==> config.mk <==
export PLATFORM = sky130hd
export DESIGN_NAME = path_oh_monitor
export DESIGN_NICKNAME = d
export VERILOG_FILES = /design/src/rtl/pom_pkg.sv /design/src/rtl/pom_bip8.sv /design/src/rtl/pom_g1_mon.sv /design/src/rtl/pom_status.sv /design/src/rtl/path_oh_monitor.sv
export SDC_FILE = /design/constraint.sdc
export NUM_CORES = 1
export LEC_CHECK = 0
export BUFFER_PORTS_ARGS = -buffer_cell sky130_fd_sc_hd__buf_2
export CELL_PAD_IN_SITES_DETAIL_PLACEMENT = 0
export CELL_PAD_IN_SITES_GLOBAL_PLACEMENT = 1
export CORE_ASPECT_RATIO = 1.1
export CORE_MARGIN = 5
export CORE_UTILIZATION = 40
export DETAILED_ROUTE_END_ITERATION = 12
export PLACE_DENSITY = 0.78
export REMOVE_ABC_BUFFERS = 1
export SYNTH_ARGS = -nofsm -noshare
export SYNTH_HDL_FRONTEND = slang
export SYNTH_SLANG_ARGS = --single-unit
export TNS_END_PERCENT = 1
==> constraint.sdc <==
create_clock -name clk -period 1.85 [get_ports clk]
set_clock_uncertainty 0.15 [all_clocks]
set_input_delay 0.37 -clock clk [delete_from_list [all_inputs] [get_ports clk]]
set_output_delay 0.37 -clock clk [all_outputs]
set_load 0.02 [all_outputs]
==> src/rtl/pom_pkg.sv <==
package pom_pkg;
    localparam int BYTE_W   = 8;
    localparam int NUM_STAT = 3;

    // sticky status positions
    localparam int ST_BIP  = 0;
    localparam int ST_FERF = 1;
    localparam int ST_RDI  = 2;

    localparam logic [3:0] FERF_CODE = 4'b1001;
    localparam int         RDI_BIT   = 3;

    typedef struct packed {
        logic              valid;
        logic              j1;
        logic              b3;
        logic              g1;
        logic [BYTE_W-1:0] data;
    } pom_beat_t;

    function automatic logic g1_is_ferf(input logic [BYTE_W-1:0] g1);
        return g1[BYTE_W-1 -: 4] == FERF_CODE;
    endfunction

    function automatic logic g1_defect_bit(input logic [BYTE_W-1:0] g1);
        return g1[RDI_BIT];
    endfunction
endpackage

==> src/rtl/pom_bip8.sv <==
module pom_bip8
    import pom_pkg::*;
(
    input  logic      clk,
    input  logic      rst,
    input  pom_beat_t beat,
    output logic      err
);
    logic [BYTE_W-1:0] acc;
    logic [BYTE_W-1:0] ref_par;
    logic              in_frame;
    logic              ref_ok;

    always_ff @(posedge clk) begin
        if (rst) begin
            acc      <= '0;
            ref_par  <= '0;
            in_frame <= 1'b0;
            ref_ok   <= 1'b0;
            err      <= 1'b0;
        end else begin
            err <= 1'b0;
            if (beat.valid) begin
                if (beat.b3 && ref_ok && (beat.data != ref_par))
                    err <= 1'b1;
                if (beat.j1) begin
                    acc      <= beat.data;
                    in_frame <= 1'b1;
                    if (in_frame) begin
                        ref_par <= acc;
                        ref_ok  <= 1'b1;
                    end
                end else begin
                    acc <= acc ^ beat.data;
                end
            end
        end
    end
endmodule

==> src/rtl/pom_g1_mon.sv <==
module pom_g1_mon
    import pom_pkg::*;
#(
    parameter int PERSIST = 10
) (
    input  logic      clk,
    input  logic      rst,
    input  pom_beat_t beat,
    output logic      ferf,
    output logic      rdi
);
    localparam int CW = $clog2(PERSIST + 1);

    logic          run_val;
    logic [CW-1:0] run_cnt;
    logic          bit_now;
    logic [CW-1:0] nxt_cnt;

    always_comb begin
        bit_now = g1_defect_bit(beat.data);
        if (bit_now != run_val)
            nxt_cnt = CW'(1);
        else if (run_cnt == CW'(PERSIST))
            nxt_cnt = run_cnt;
        else
            nxt_cnt = run_cnt + CW'(1);
    end

    always_ff @(posedge clk) begin
        if (rst) begin
            ferf    <= 1'b0;
            rdi     <= 1'b0;
            run_val <= 1'b0;
            run_cnt <= '0;
        end else if (beat.valid && beat.g1) begin
            ferf    <= g1_is_ferf(beat.data);
            run_val <= bit_now;
            run_cnt <= nxt_cnt;
            if (nxt_cnt == CW'(PERSIST))
                rdi <= bit_now;
        end
    end
endmodule

==> src/rtl/pom_status.sv <==
module pom_status #(
    parameter int               N         = 3,
    parameter logic [N-1:0]     EDGE_MASK = '0
) (
    input  logic         clk,
    input  logic         rst,
    input  logic [N-1:0] src,
    input  logic [N-1:0] clr,
    output logic [N-1:0] sticky
);
    logic [N-1:0] src_d;
    logic [N-1:0] set_ev;

    for (genvar i = 0; i < N; i++) begin : g_bit
        if (EDGE_MASK[i]) begin : g_edge
            assign set_ev[i] = src[i] & ~src_d[i];
        end else begin : g_pulse
            assign set_ev[i] = src[i];
        end
    end

    always_ff @(posedge clk) begin
        if (rst) begin
            src_d  <= '0;
            sticky <= '0;
        end else begin
            src_d  <= src;
            sticky <= (sticky & ~clr) | set_ev;
        end
    end
endmodule

==> src/rtl/path_oh_monitor.sv <==
module path_oh_monitor
    import pom_pkg::*;
#(
    parameter int RDI_PERSIST = 10
) (
    input  logic                clk,
    input  logic                rst,
    input  logic                in_valid,
    input  logic [BYTE_W-1:0]   in_data,
    input  logic                in_j1,
    input  logic                in_b3,
    input  logic                in_g1,
    input  logic [NUM_STAT-1:0] irq_en,
    input  logic [NUM_STAT-1:0] stat_clr,
    output logic                bip_err,
    output logic                ferf_alarm,
    output logic                rdi_alarm,
    output logic [NUM_STAT-1:0] stat_sticky,
    output logic                irq_n
);
    localparam logic [NUM_STAT-1:0] EDGE_BITS =
        NUM_STAT'((1 << ST_FERF) | (1 << ST_RDI));

    pom_beat_t            beat;
    logic [NUM_STAT-1:0]  stat_src;

    assign beat = '{valid: in_valid, j1: in_j1, b3: in_b3, g1: in_g1, data: in_data};

    pom_bip8 u_bip (
        .clk (clk),
        .rst (rst),
        .beat(beat),
        .err (bip_err)
    );

    pom_g1_mon #(.PERSIST(RDI_PERSIST)) u_g1 (
        .clk (clk),
        .rst (rst),
        .beat(beat),
        .ferf(ferf_alarm),
        .rdi (rdi_alarm)
    );

    always_comb begin
        stat_src          = '0;
        stat_src[ST_BIP]  = bip_err;
        stat_src[ST_FERF] = ferf_alarm;
        stat_src[ST_RDI]  = rdi_alarm;
    end

    pom_status #(.N(NUM_STAT), .EDGE_MASK(EDGE_BITS)) u_stat (
        .clk   (clk),
        .rst   (rst),
        .src   (stat_src),
        .clr   (stat_clr),
        .sticky(stat_sticky)
    );

    assign irq_n = ~|(stat_sticky & irq_en);
endmodule

# --- Word level (Yosys, flattened, before mapping) ---
# Index checks and enable logic that the tools add are counted.
classes:
  addsub: 1
  n_eq_ne: 5
  n_mux: 4
  n_bitwise: 10
  reduce_logical: 9
ops:
  columns: ["op", "count"]
  rows:
  - ["equality test 4 bit, second input constant", 3]
  - ["2-to-1 mux 4 bit", 2]
  - ["2-to-1 mux 8 bit", 1]
  - ["!= test 8 bit", 1]
  - ["bitwise XOR 8 bit", 1]
  - ["bitwise AND 3 bit", 2]
  - ["adder 4 x 1 -> 4 bit, second input constant", 1]
  - ["AND reduction 2 bit", 2]
  - ["logical AND 1 bit", 3]
  - ["inverter 1 bit", 3]
  - ["inverter 3 bit", 1]
  - ["bitwise OR 3 bit", 1]
  - ["AND reduction 3 bit", 1]
  - ["OR reduction 3 bit", 1]
  - ["bitwise AND 1 bit", 2]
  - ["OR reduction 2 bit", 1]
  - ["zero test 1 bit", 1]
  - ["2-to-1 mux 1 bit", 1]
  - ["!= test 1 bit", 1]
totals:
  ff_bits: 32
  inputBits: 20
  out_inout_bits: 7
  elab_cells: 40

# --- Logic depth before layout (Yosys ltp) ---
depth:
  ltp_word: 5
  mapped_depth: 6
  mapped_depth_nobuf: 6

# --- Cells and area by module ---
# Synthesis repeated with hierarchy kept, for this count alone.
hier_totals:
  hier_cells: 163
  hier_area_um2: 1481.4
modules_own_cells:
  columns: ["mod", "instances", "cells_per_inst", "area_each_um2", "seq_area_each_um2"]
  rows:
  - ["pom_bip8", 1, 100, 873.3, 380.4]
  - ["pom_g1_mon", 1, 46, 409.1, 140.1]
  - ["pom_status", 1, 16, 188.9, 100.1]
  - ["path_oh_monitor", 1, 1, 10.0, 0.0]

# --- Worst setup path before layout ---
# Ideal clock, no wire load.
synth_path:
  path_kind: "flip-flop to flip-flop"
  startpoint: "register u_g1.run_cnt[0]"
  endpoint: "register u_g1.rdi"
  setup_ns: 0.121
  arrival_ns: 1.409
  required_ns: 1.579
  setup_slack_ns: 0.170
  stages_incl_launch_ff: 7
  path_buffers: 0
  synth_period_minus_slack_ns: 1.680
  cell_sequence: "dfxtp_1 inv_1 ha_1 nand2_1 nor4b_2 o211ai_2 mux2_4"
synth_via:
  elab_chain_cells: 5
  word_cells_on_any_way: 6
  classes_between: "1 x add/sub; 2 x eq/ne; 2 x mux; 1 x reduce/logical"
synth_lines:
  columns: ["item", "line", "source"]
  rows:
  - ["from (decl)", "pom_g1_mon.sv:15", "logic [CW-1:0] run_cnt;"]
  - ["from (signal assigned)", "pom_g1_mon.sv:38", "run_cnt <= nxt_cnt;"]
  - ["adder 4 x 1 -> 4 bit / equality test 4 bit (equally long branches)", "pom_g1_mon.sv:26, pom_g1_mon.sv:23", null]
  - ["2-to-1 mux 4 bit (*)", "pom_g1_mon.sv:23", "else if (run_cnt == CW'(PERSIST))"]
  - ["2-to-1 mux 4 bit (*)", "pom_g1_mon.sv:21", "if (bit_now != run_val)"]
  - ["equality test 4 bit (*)", "pom_g1_mon.sv:39", "if (nxt_cnt == CW'(PERSIST))"]
  - ["AND reduction 2 bit (no line) (*)", null, null]
  - ["to (signal assigned)", "pom_g1_mon.sv:40", "rdi <= bit_now;"]
  - ["to (decl)", "pom_g1_mon.sv:10", "output logic rdi"]
# Every way passes the cells marked *; elsewhere a longest branch is shown, timed or not.
# A chain may end at the register's enable or synchronous reset.

# --- Worst setup path in the final report ---
# Same ends and word-level chain as after synthesis.

==> summary.md <==
| Metric | Value |
|---|---|
| Synthesized area | between 1000 and 1500 um^2 |
| CTS Sinks | 31 |
| CTS Hold Bufs | 0 |
| Post-synthesis sequential area ratio | 44.0% |
| Crit path max fanout | 5 |
| PnR worst setup slack | about 0.080 ns |
| Fillers | 353 |
| Crit path time final | 1.77 ns |
| Initial Util | 42.0% |
| Fmax | 565 MHz |
| FFs w/ async S/R, synth | 0% |
| Setup TNS Final | 0 ns |
| Worst-skew pair later-pin latency | 0.32 ns |
| Status | finished clean |
| Data arrival, critical path | 1.84 ns |
| Type of the worst setup path | reg2reg |
| Pin count of the biggest net entering global routing | 20 |
| Via count | between 1,000 and 1,500 |
| DRT Pass-1 Iters | 4 |
| Dpl ws | -0.00635 ns |
| Die Width | roughly 67 um |
| Vias/cell | 5.11 |
| Post-CTS setup buffers | 0 |
| Antenna violations before repair | 0 |
| Root Buffer | clkbuf_4 |
| Post-route DRC | 0 |
| Count of final hold-check violations | 0 |
| CP peak stage delay | 0.39 ns |
| DP HPWL | 2190 um |
| Cell taking the most area after synthesis | dfxtp_1 |
| Setup Viol. Count Final | 0 |
| Max transition margin | 75.0% |
| Fraction of layout cells with a size suffix above 1 | between 20% and 30% |
| Worst Path Buf+Inv | 1 |
| Warning count from the yosys run | 0 |
| Starting DRT DRC Count | 37 |
| Final period utilization | a little over nine tenths |
| Register area | 622 um^2 |
| CP required | 1.92 ns |
| Area of the multi-input gates | approximately 760 um^2 |
| I/O Buffers | 26 |
| Synth Area per Inst | between 8 and 9 um^2 |
| Final ANT Viol Nets | 0 |
| Top_reg_cell synth | dfxtp_1 |
| # IOs | 27 |
| Die area | 4810 um^2 |
| Diode count | 0 |
| Clk slew on worst S/H paths | roughly 0.10 ns |
| Post-synth top area share | 44.0% |
| DRT Wirelength | 3040 um |
| Nets | 212 |
| Total track usage | between 10% and 20% |
| Top delay family on crit path | flip-flops |
| Power per cell area | ~730 nW/um^2 |
| Leakage power total | between 0.6 and 0.7 nW |
| GP Congestion | 0.842 |
| Peak VDD IR | 0.440 mV |
| Grt total ovfl | 0 |
| Die Y | 72.3 um |
| Crit-path slowest cell | dfxtp_2 |
| First-pass GRT wire length | 5130 um |
| Max Slew Vio Count | 0 |
| Htree depth | 2 |
| Cell variety after synth | 31 |
| Worst Tran Pin Value | 0.375 ns |
| Max cap viols | 0 |
| CTS tree | built |
| Startpoint types | flop |
| CP Cell Sequence | inv_1 -> ha_1 -> nand2_2 -> nor4b_4 -> o211ai_2 -> mux2_4 |
| Area contributors post-synth | dfxtp_1, a21oi_1, nand2_1 |
| Area Overhead vs Synth | 18.6% |
| Vias in the first global route | 1,178 |
| Longest Clk Path Bufs | 2 |
| Core Area | about 3400 um^2 |
| Cells after Synth | 160 |
| Total CTS buffers | 5 |
| Yosys reg bits | 31 |
| Number of enable flip-flop cells after synthesis | 0 |
| Row count | 22 |
| Critical path endpoint category | flop |
| Routed len/inst | 12.7 um |
| HP Class | in2reg |
| RSZ-0062 raised after global routing | no |
logic make-up (layout without fill, tap and decap cells):
logic type / count (synthesis) / in the layout / share of synthesized area, %
flip-flops: 31 / 31 / 44.0
AND/OR/NAND/NOR: 62 / 62 / 21.5
buffers and inverters: 10 / 41 / 3.02
XOR/XNOR: 10 / 10 / 7.28
AO/OA/AOI/OAI: 40 / 40 / 18.2
adder cells (fa/ha/maj): 2 / 2 / 1.77
multiplexers: 5 / 5 / 4.26
cell usage in the layout (no fill, tap or decap), types with 2 or more instances in the layout:
| cell | n |
|---|---|
| dfxtp_1 | 30 |
| buf_2 | 26 |
| nor2_1 | 19 |
| nand2_1 | 19 |
| a21oi_1 | 17 |
| nand2b_1 | 8 |
| xor2_1 | 8 |
| o21ai_1 | 5 |
| a22oi_1 | 5 |
| clkbuf_4 | 5 |
| buf_4 | 5 |
| nand3_1 | 4 |
| a32oi_1 | 4 |
| mux2_2 | 4 |
| o21ai_0 | 4 |
| nor4_1 | 3 |
| nor2b_1 | 3 |
| clkinv_2 | 3 |
| nand4b_1 | 2 |
| inv_1 | 2 |
| ha_1 | 2 |
cell usage after synthesis, types with 2 or more instances:
cell	instances
nand3_1	4
o21ai_0	4
nand2_1	20
a22oi_1	5
ha_1	2
nor4_1	3
nor2b_1	3
a21oi_1	17
nand4b_1	2
inv_1	2
a32oi_1	4
nand2b_1	8
dfxtp_1	31
nor2_1	19
xor2_1	8
o21ai_1	5
clkbuf_1	3
buf_2	4
mux2_2	4
stage by stage:
step / cell area, um^2 / cells / power, mW / hold slack [ns] / util [%]
floorplan: 1380 / 152 / 0.782 / 0.286 / -
global route: 1670 / 239 / 1.28 / 0.142 / 49.8
detailed placement: 1600 / 231 / 0.855 / 0.309 / 47.7
finish: 1670 / 239 / 1.22 / 0.156 / 49.8
CTS: 1670 / 239 / 1.23 / 0.144 / 49.6
global placement: 1600 / 231 / 0.849 / 0.296 / 47.7
cell type report:
type / instances / area share (%)
Timing Repair Buffer: 31 / 10.0
Clock buffer: 5 / 2.24
Clock inverter: 3 / 0.898
Tap cell: 48 / 3.59
Sequential cell: 31 / 37.2
Inverter: 2 / 0.449
Multi-Input combinational cell: 119 / 45.6
path summary, 6_finish.rpt:
path                                       start                to  slack [ns]  cells past startpoint
worst max-delay path             u_g1.run_cnt[0]          u_g1.rdi        0.08                      6
worst min-delay path                 stat_clr[2]  u_stat.sticky[2]        0.16                      3
worst max register to register   u_g1.run_cnt[0]          u_g1.rdi        0.08                      6
worst min register to register  u_bip.ref_par[4]  u_bip.ref_par[4]        0.32                      2
flip-flops by register name, indices dropped and copies added, names as in the netlist, 2 cells and up:
register       flops
u_stat.src_d       2
u_bip.acc          8
u_g1.run_cnt       4
u_stat.sticky      3
u_bip.ref_par      8
tightest hold or removal path, delay by kind of cell:
| kind | cells | cell delay (ns) |
|---|---|---|
| simple gates | 1 | 0.08 |
| buf+inv | 1 | 0.07 |
| compound gates | 1 | 0.05 |
per-layer routing:
metal	vias to the layer above	routed length, um	global-route usage (%)
met2	32	1450	23.7
li1	621	-	-
met5	-	0	0
met1	567	1380	15.6
met4	0	21	4.74
met3	2	191	3.72
power breakdown:
group | total, mW | switching [mW] | internal, mW
Clock | 0.374 | 0.233 | 0.141
Combinational | 0.140 | 0.0762 | 0.0633
Sequential | 0.702 | 0.0153 | 0.686
Total | 1.22 | 0.325 | 0.891
what timing repair did:
action,CTS,global route
resized for setup,2,2
cloned,0,0
setup endpoints to repair,1,1
Power figures use the tool's default switching activity.
